### src/rtl/bt_pkg.sv
package bt_pkg;
    typedef enum logic [1:0] {
        OFS_CTRL = 2'd0,
        OFS_DATA = 2'd1,
        OFS_MASK = 2'd2,
        OFS_NONE = 2'd3
    } bt_ofs_e;

    // control byte bit positions
    localparam int unsigned CB_RST_IN   = 0;
    localparam int unsigned CB_RST_OUT  = 1;
    localparam int unsigned CB_HOST_GO  = 2;
    localparam int unsigned CB_RSP_ATN  = 3;
    localparam int unsigned CB_EVT_ATN  = 4;
    localparam int unsigned CB_HOST_BSY = 6;
    localparam int unsigned CB_CTL_BSY  = 7;

    // mask byte bit positions
    localparam int unsigned MB_EN   = 0;
    localparam int unsigned MB_PEND = 1;

    localparam logic [7:0] IDLE_BYTE = 8'hFF;
endpackage

### src/rtl/bt_ib_buf.sv
module bt_ib_buf #(
    parameter int unsigned DEPTH = 64,
    parameter int unsigned CNT_W = 8,
    localparam int unsigned IDX_W = $clog2(DEPTH)
) (
    input  logic             clk,
    input  logic             rst_n,
    input  logic             wr_en,
    input  logic [7:0]       wr_byte,
    input  logic             clr,
    input  logic [IDX_W-1:0] rd_idx,
    output logic [7:0]       rd_byte,
    output logic [CNT_W-1:0] count
);
    typedef struct packed {
        logic [DEPTH-1:0][7:0] mem;
        logic [CNT_W-1:0]      cnt;
    } ib_state_t;

    ib_state_t st_d, st_q;

    always_comb begin
        st_d = st_q;
        if (clr) begin
            st_d.cnt = '0;
        end else if (wr_en) begin
            if (st_q.cnt < CNT_W'(DEPTH)) begin
                st_d.mem[st_q.cnt[IDX_W-1:0]] = wr_byte;
            end
            if (st_q.cnt != '1) begin
                st_d.cnt = st_q.cnt + 1'b1;
            end
        end
    end

    always_ff @(posedge clk or negedge rst_n) begin
        if (!rst_n) st_q <= '0;
        else        st_q <= st_d;
    end

    assign rd_byte = st_q.mem[rd_idx];
    assign count   = st_q.cnt;

    AST_CNT_ADVANCES: assert property (@(posedge clk) disable iff (!rst_n)
        (wr_en && !clr) |=> (st_q.cnt != '0)) else $error("count stuck");
    AST_CLR_ZEROES: assert property (@(posedge clk) disable iff (!rst_n)
        clr |=> (st_q.cnt == '0)) else $error("clear missed");
endmodule

### src/rtl/bt_ob_buf.sv
module bt_ob_buf #(
    parameter int unsigned DEPTH = 64,
    localparam int unsigned IDX_W = $clog2(DEPTH),
    localparam int unsigned LEN_W = IDX_W + 1
) (
    input  logic             clk,
    input  logic             rst_n,
    input  logic             bmc_we,
    input  logic [IDX_W-1:0] bmc_idx,
    input  logic [7:0]       bmc_byte,
    input  logic             load,
    input  logic [LEN_W-1:0] load_len,
    input  logic             pop,
    input  logic             rewind,
    output logic [7:0]       head_byte
);
    import bt_pkg::*;

    typedef struct packed {
        logic [DEPTH-1:0][7:0] mem;
        logic [LEN_W-1:0]      len;
        logic [LEN_W-1:0]      ptr;
    } ob_state_t;

    ob_state_t  st_d, st_q;
    logic       avail;
    logic [LEN_W-1:0] ptr_inc;

    assign avail   = (st_q.ptr < st_q.len);
    assign ptr_inc = st_q.ptr + 1'b1;

    always_comb begin
        st_d = st_q;
        if (bmc_we) begin
            st_d.mem[bmc_idx] = bmc_byte;
        end
        if (load) begin
            st_d.len = (load_len > LEN_W'(DEPTH)) ? LEN_W'(DEPTH) : load_len;
            st_d.ptr = '0;
        end else if (rewind) begin
            st_d.ptr = '0;
        end else if (pop && avail) begin
            if (ptr_inc == st_q.len) begin
                st_d.ptr = '0;
                st_d.len = '0;
            end else begin
                st_d.ptr = ptr_inc;
            end
        end
    end

    always_ff @(posedge clk or negedge rst_n) begin
        if (!rst_n) st_q <= '0;
        else        st_q <= st_d;
    end

    assign head_byte = avail ? st_q.mem[st_q.ptr[IDX_W-1:0]] : IDLE_BYTE;

    AST_LEN_BOUND: assert property (@(posedge clk) disable iff (!rst_n)
        st_q.len <= LEN_W'(DEPTH)) else $error("length over depth");
    AST_PTR_IN_RANGE: assert property (@(posedge clk) disable iff (!rst_n)
        (st_q.len == '0) |-> (st_q.ptr == '0)) else $error("stale pointer");
    AST_PTR_BELOW_LEN: assert property (@(posedge clk) disable iff (!rst_n)
        (st_q.len != '0) |-> (st_q.ptr < st_q.len)) else $error("pointer past end");
endmodule

### src/rtl/bt_flag_regs.sv
module bt_flag_regs (
    input  logic       clk,
    input  logic       rst_n,
    input  logic       ctrl_we,
    input  logic       mask_we,
    input  logic [7:0] wdata,
    input  logic       rsp_done,
    input  logic       evt_raise,
    output logic [7:0] ctrl_byte,
    output logic [7:0] mask_byte,
    output logic       clr_in,
    output logic       clr_out,
    output logic       irq,
    output logic       req_strobe
);
    import bt_pkg::*;

    typedef struct packed {
        logic rsp_atn;
        logic evt_atn;
        logic host_bsy;
        logic ctl_bsy;
        logic en;
        logic pend;
        logic req;
    } flag_state_t;

    flag_state_t st_d, st_q;
    logic spare_unused;

    assign spare_unused = wdata[5] ^ wdata[CB_CTL_BSY];

    always_comb begin
        st_d     = st_q;
        st_d.req = 1'b0;
        if (ctrl_we) begin
            if (wdata[CB_RSP_ATN])  st_d.rsp_atn  = 1'b0;
            if (wdata[CB_EVT_ATN])  st_d.evt_atn  = 1'b0;
            if (wdata[CB_HOST_BSY]) st_d.host_bsy = ~st_q.host_bsy;
            if (wdata[CB_HOST_GO]) begin
                st_d.ctl_bsy = 1'b1;
                st_d.req     = 1'b1;
            end
        end
        if (mask_we) begin
            if (wdata[MB_EN] != st_q.en) begin
                if (wdata[MB_EN]) begin
                    if (st_q.rsp_atn || st_q.evt_atn) st_d.pend = 1'b1;
                    st_d.en = 1'b1;
                end else begin
                    st_d.pend = 1'b0;
                    st_d.en   = 1'b0;
                end
            end
            if (wdata[MB_PEND] && st_d.pend) st_d.pend = 1'b0;
        end
        if (rsp_done) begin
            st_d.ctl_bsy = 1'b0;
            st_d.rsp_atn = 1'b1;
            if (st_d.en) st_d.pend = 1'b1;
        end
        if (evt_raise) begin
            st_d.evt_atn = 1'b1;
            if (st_d.en) st_d.pend = 1'b1;
        end
    end

    always_ff @(posedge clk or negedge rst_n) begin
        if (!rst_n) st_q <= '0;
        else        st_q <= st_d;
    end

    assign ctrl_byte  = {st_q.ctl_bsy, st_q.host_bsy, 1'b0, st_q.evt_atn,
                         st_q.rsp_atn, 3'b000};
    assign mask_byte  = {6'b0, st_q.pend, st_q.en};
    assign clr_in     = ctrl_we && wdata[CB_RST_IN];
    assign clr_out    = ctrl_we && wdata[CB_RST_OUT];
    assign irq        = st_q.pend;
    assign req_strobe = st_q.req;

    AST_PEND_NEEDS_EN: assert property (@(posedge clk) disable iff (!rst_n)
        st_q.pend |-> st_q.en) else $error("pending without enable");
    AST_REQ_SETS_BUSY: assert property (@(posedge clk) disable iff (!rst_n)
        st_q.req |-> st_q.ctl_bsy) else $error("strobe without busy");
    AST_REQ_ONE_CYCLE: assert property (@(posedge clk) disable iff (!rst_n)
        (st_q.req && !(ctrl_we && wdata[CB_HOST_GO])) |=> !st_q.req) else $error("strobe stretched");
    AST_HOST_BSY_FLIP: assert property (@(posedge clk) disable iff (!rst_n)
        (ctrl_we && wdata[CB_HOST_BSY]) |=> (st_q.host_bsy != $past(st_q.host_bsy))) else $error("toggle missed");
    AST_ENABLE_RISE: assert property (@(posedge clk) disable iff (!rst_n)
        (mask_we && wdata[MB_EN] && !wdata[MB_PEND] && !st_q.en &&
         (st_q.rsp_atn || st_q.evt_atn)) |=> st_q.pend) else $error("late enable lost");
    AST_PEND_CLEAR: assert property (@(posedge clk) disable iff (!rst_n)
        (mask_we && wdata[MB_PEND] && (wdata[MB_EN] == st_q.en) &&
         !rsp_done && !evt_raise) |=> !st_q.pend) else $error("pending not cleared");
    AST_QUIET_WHEN_OFF: assert property (@(posedge clk) disable iff (!rst_n)
        (!st_q.en && !mask_we) |=> !st_q.pend) else $error("event raised irq while disabled");
endmodule

### src/rtl/bt_host_window.sv
module bt_host_window #(
    parameter int unsigned DEPTH = 64,
    localparam int unsigned IDX_W = $clog2(DEPTH),
    localparam int unsigned LEN_W = IDX_W + 1,
    localparam int unsigned CNT_W = IDX_W + 2
) (
    input  logic             clk,
    input  logic             rst_n,
    input  logic [1:0]       host_addr,
    input  logic             host_wr,
    input  logic             host_rd,
    input  logic [7:0]       host_wdata,
    output logic [7:0]       host_rdata,
    output logic             irq_o,
    output logic             bmc_req_o,
    input  logic [IDX_W-1:0] bmc_ib_idx,
    output logic [7:0]       bmc_ib_byte,
    output logic [CNT_W-1:0] bmc_ib_count,
    input  logic             bmc_ob_we,
    input  logic [IDX_W-1:0] bmc_ob_idx,
    input  logic [7:0]       bmc_ob_byte,
    input  logic             bmc_rsp_valid,
    input  logic [LEN_W-1:0] bmc_rsp_len,
    input  logic             bmc_sms_set
);
    import bt_pkg::*;

    bt_ofs_e    ofs;
    logic       ctrl_we, mask_we, data_we, data_re;
    logic       clr_in, clr_out;
    logic [7:0] ctrl_byte, mask_byte, head_byte;

    assign ofs     = bt_ofs_e'(host_addr);
    assign ctrl_we = host_wr && (ofs == OFS_CTRL);
    assign mask_we = host_wr && (ofs == OFS_MASK);
    assign data_we = host_wr && (ofs == OFS_DATA);
    assign data_re = host_rd && (ofs == OFS_DATA);

    bt_flag_regs u_flags (
        .clk        (clk),
        .rst_n      (rst_n),
        .ctrl_we    (ctrl_we),
        .mask_we    (mask_we),
        .wdata      (host_wdata),
        .rsp_done   (bmc_rsp_valid),
        .evt_raise  (bmc_sms_set),
        .ctrl_byte  (ctrl_byte),
        .mask_byte  (mask_byte),
        .clr_in     (clr_in),
        .clr_out    (clr_out),
        .irq        (irq_o),
        .req_strobe (bmc_req_o)
    );

    bt_ib_buf #(.DEPTH(DEPTH), .CNT_W(CNT_W)) u_ib (
        .clk     (clk),
        .rst_n   (rst_n),
        .wr_en   (data_we),
        .wr_byte (host_wdata),
        .clr     (clr_in),
        .rd_idx  (bmc_ib_idx),
        .rd_byte (bmc_ib_byte),
        .count   (bmc_ib_count)
    );

    bt_ob_buf #(.DEPTH(DEPTH)) u_ob (
        .clk       (clk),
        .rst_n     (rst_n),
        .bmc_we    (bmc_ob_we),
        .bmc_idx   (bmc_ob_idx),
        .bmc_byte  (bmc_ob_byte),
        .load      (bmc_rsp_valid),
        .load_len  (bmc_rsp_len),
        .pop       (data_re),
        .rewind    (clr_out),
        .head_byte (head_byte)
    );

    always_comb begin
        unique case (ofs)
            OFS_CTRL: host_rdata = ctrl_byte;
            OFS_DATA: host_rdata = head_byte;
            OFS_MASK: host_rdata = mask_byte;
            default:  host_rdata = IDLE_BYTE;
        endcase
    end

    AST_ONE_ACCESS: assert property (@(posedge clk) disable iff (!rst_n)
        !(host_wr && host_rd)) else $error("read and write together");
    AST_IRQ_TRACKS_MASK: assert property (@(posedge clk) disable iff (!rst_n)
        irq_o == mask_byte[MB_PEND]) else $error("irq differs from pending");
    AST_HOLE_IDLE: assert property (@(posedge clk) disable iff (!rst_n)
        (ofs == OFS_NONE) |-> (host_rdata == IDLE_BYTE)) else $error("hole not idle");
endmodule

### config.mk
export PLATFORM = sky130hd
export DESIGN_NAME = bt_host_window
export DESIGN_NICKNAME = d
export VERILOG_FILES = /design/src/rtl/bt_pkg.sv /design/src/rtl/bt_ib_buf.sv /design/src/rtl/bt_ob_buf.sv /design/src/rtl/bt_flag_regs.sv /design/src/rtl/bt_host_window.sv
export SDC_FILE = /design/constraint.sdc
export NUM_CORES = 2
export LEC_CHECK = 0
export ABC_AREA = 1
export ABC_CLOCK_PERIOD_IN_PS = 3500
export BUFFER_PORTS_ARGS = -buffer_cell sky130_fd_sc_hd__buf_4
export CORE_ASPECT_RATIO = 0.8
export CORE_UTILIZATION = 60
export CTS_CLUSTER_DIAMETER = 120
export DETAILED_ROUTE_END_ITERATION = 8
export PLACE_DENSITY = 0.76
export REMOVE_ABC_BUFFERS = 1
export SLEW_MARGIN = 20
export SYNTH_ARGS = -nofsm -noshare
export SYNTH_HDL_FRONTEND = slang
export SYNTH_SLANG_ARGS = --single-unit
### constraint.sdc
create_clock -name clk -period 3.5 [get_ports clk]
set_clock_uncertainty 0.05 [all_clocks]
set_input_delay 0.175 -clock clk [delete_from_list [all_inputs] [get_ports clk]]
set_output_delay 0.175 -clock clk [all_outputs]
set_load 0.005 [all_outputs]
==> flow_summary.yaml <==
placed_design:
  place_area_um2: 49590
  io_buffers: 69
  dp.cells: 6920
  gp_congestion: 0.9794
  place_hpwl_um: 87600
cells_and_area:
  syn_to_final_growth_pct: 11.49
  final_common_cell: "nand2_1"
  fin_nets: 6073
  final_cell_mix: "2330 x nand2_1, 1303 x o21ai_0, 1051 x dfrtp_1"
  drive_gt1_frac: 0.06664
  layout.cells.non_filler: 7144
  fin_area_um2: 53710
  fillCellCount: 6487
  finalCoreUtilization: 0.6792
global_route:
  grt_pass1_wl_um: 229600
  grt_max_degree: 114
  antenna_found_initial: 3
  grt.overflow.total: 0
  grt_pass1_vias: 40210
  track_usage: 0.3562
worst_setup_path:
  cp_cell_sequence: "clkinvlp_4, buf_4, a21oi_1, nand3_1, nand3_1, nand3_1, nand2_1, nand2_1, nand2_1, nand2_1, buf_4"
  cpPeakStageDelay_ps: 530
  regToRegStartpoint: "u_ob.st_q[5]"
  cpMostUsedCell: "nand2_1"
  critPathBufInv: 3
  reg2reg_depth: 12
  r2r_slack_ps: 780
  critical_path.top_delay_family: "buffers and inverters"
  crit_path_start_kind: "register"
  cp-end-kind: "primary output"
  cp_slowest_cell: "dfrtp_1"
  arrival_ps: 3240
  worstPathMaxFanout: 24
  cp.required_ps: 3270
  r2r_end: "u_ob.st_q[0]"
  worstSetupPathType: "register to primary output"
floorplanning:
  ioPinCount: 70
  start_util: 0.6092
  row_count: 92
  die_h_um: 255.5
  die_w_um: 318.8
  core_um2: 79080
  die_area_um2: 81440
detailed_routing:
  dr.pass1.iters: 7
  dr_total_vias: 43450
  dr.first_iter.drc_count: 6234
  drc_errors: 0
  routed_wirelength_um: 144800
  wire_per_inst_um: 20.27
  ant_nets: 0
  viasPerCell: 6.082
pwr:
  power_mw: 31.71
  ir_drop_mv: 0.3912
  power_leakage_nw: 25.19
  p_per_area_nw_per_um2: 590.3
run_status:
  status: "complete, no violations"
sta:
  final.period_utilization: 0.9896
  max_slew_margin: 0.3321
  hold_viol_final: 0
  period_minus_slack_ps: 3463
  worstMarginPinSlew_ps: 1002
  setup_violations: 0
  slew_viol_final: 0
  max_freq_mhz: 288.7
synth:
  yosysWarningCount: 0
  ys_ff_latch: 1053
  async_flop_share: 1.000
  syn_avg_cell_area_um2: 7.836
  ys.flop_type: "dfrtp_1"
  synth.cell_area_um2: 48180
  ys_types: 28
  synth-seq-area-share: 0.5469
  syn_inst: 6148
  synth-edff-count: 0
clock_network:
  clkTransAtPathRegs_ps: 60
  cts_tree: "built"
  cts_root_buf: "clkbuf_16"
  h-tree-depth: 3
  clk_latency_ps: 680
  cts_made_buffers: 103
  clockBufferDepth: 3
  cts.sinks: 1053
worst_hold_path:
  hp-class: "input port to async pin"
flow_run:
  max_cap_viol_count: 0
==> power breakdown <==
group,internal [mW],switching [mW],total [mW]
combinational,1.55,2.87,4.42
sequential,13.9,1.03,15.0
clock,7.39,4.93,12.3
==> sequential cells by signal, summed over array words and instances, names as in the netlist <==
name / count
u_ib.st_q: 512
u_ob.st_q: 526
u_ib.count: 8
u_flags.mask_byte: 1
u_flags.req_strobe: 1
u_flags.ctrl_byte: 4
u_flags.irq: 1
==> final cells by class <==
| cell class | instances | area, um^2 | area share |
|---|---|---|---|
| clock inverters | 47 | 719.4 | 0.01339 |
| repair buffers | 222 | 2142 | 0.03988 |
| well taps | 1034 | 1294 | 0.02409 |
| clock buffers | 145 | 3042 | 0.05663 |
| multi-input cells | 4537 | 19730 | 0.3673 |
| flip-flops and latches | 1053 | 26360 | 0.4907 |
| inverters | 103 | 426.7 | 0.007943 |
| diodes | 3 | 7.507 | 0.0001398 |
==> worst register-to-register path, delay by kind of cell, from the launching register on <==
family	cells	cell delay, ps
simple gates	7	1160
buf+inv	3	530
flops	1	370
fa+ha+maj	1	320
compound gates	1	190
==> logic make-up after synthesis <==
logic type	after synthesis	synth area share
xor gates and xnor gates	9	0.001922
AOI/OAI and AO/OA	1462	0.1556
buffers and inverters	558	0.04412
adders and majority gates	9	0.002337
and+or+nand+nor	3057	0.2491
DFF	1053	0.5469
==> cells in the mapped netlist, drive strengths merged, types with 9 or more instances <==
library cell / count / area [um^2]
buf: 36 / 166.4
o21ai: 1303 / 6521
clkinv: 14 / 52.55
inv: 89 / 334.1
nor3: 23 / 120.1
nand3: 364 / 1822
nand2: 2331 / 8750
nor2: 332 / 1249
ha: 9 / 112.6
dfrtp: 1053 / 26350
a21oi: 23 / 115.1
clkbuf: 419 / 1573
o22ai: 129 / 807.0
==> routing by layer <==
layer  track usage  wire (um)
met5             0         13
met4       0.09675       3625
met3       0.09456      17250
met2        0.4947      60530
met1        0.5492      63410
==> timing repair <==
item                       CTS  global route
pin swaps                    0             0
hold buffers                26             0
setup endpoints to repair    6             8
gates cloned                 0             1
setup buffers                0             2
hold endpoints to repair   153             0
gates resized for setup      2             8
==> worst max-delay path by stage <==
| stage | end | start | slack (ps) | cells after the start |
|---|---|---|---|---|
| after CTS | host_rdata[5] | u_ob.st_q[0] | 0.8 | 14 |
| after global routing | host_rdata[0] | u_ob.st_q[0] | -40 | 13 |
| after floorplan | u_ob.st_q[0] | u_ob.st_q[0] | -8450 | 10 |
| after global placement | host_rdata[0] | u_ob.st_q[0] | 640 | 13 |
| after detailed placement | host_rdata[0] | u_ob.st_q[0] | 690 | 13 |
| final | host_rdata[1] | u_ob.st_q[3] | 40 | 11 |
==> through the flow <==
step           setup TNS, ps  setup WS [ps]  hold WS (ps)
3_3_place_gp               0          635.6         177.1
6_report                   0          36.50         18.39
3_5_place_dp               0          693.9         178.6
4_1_cts                    0         0.8196         35.77
2_1_floorplan        -188140          -8451        -170.6
5_1_grt               -36.33         -36.33         69.59
No activity file was read; power rests on OpenSTA's default activity.
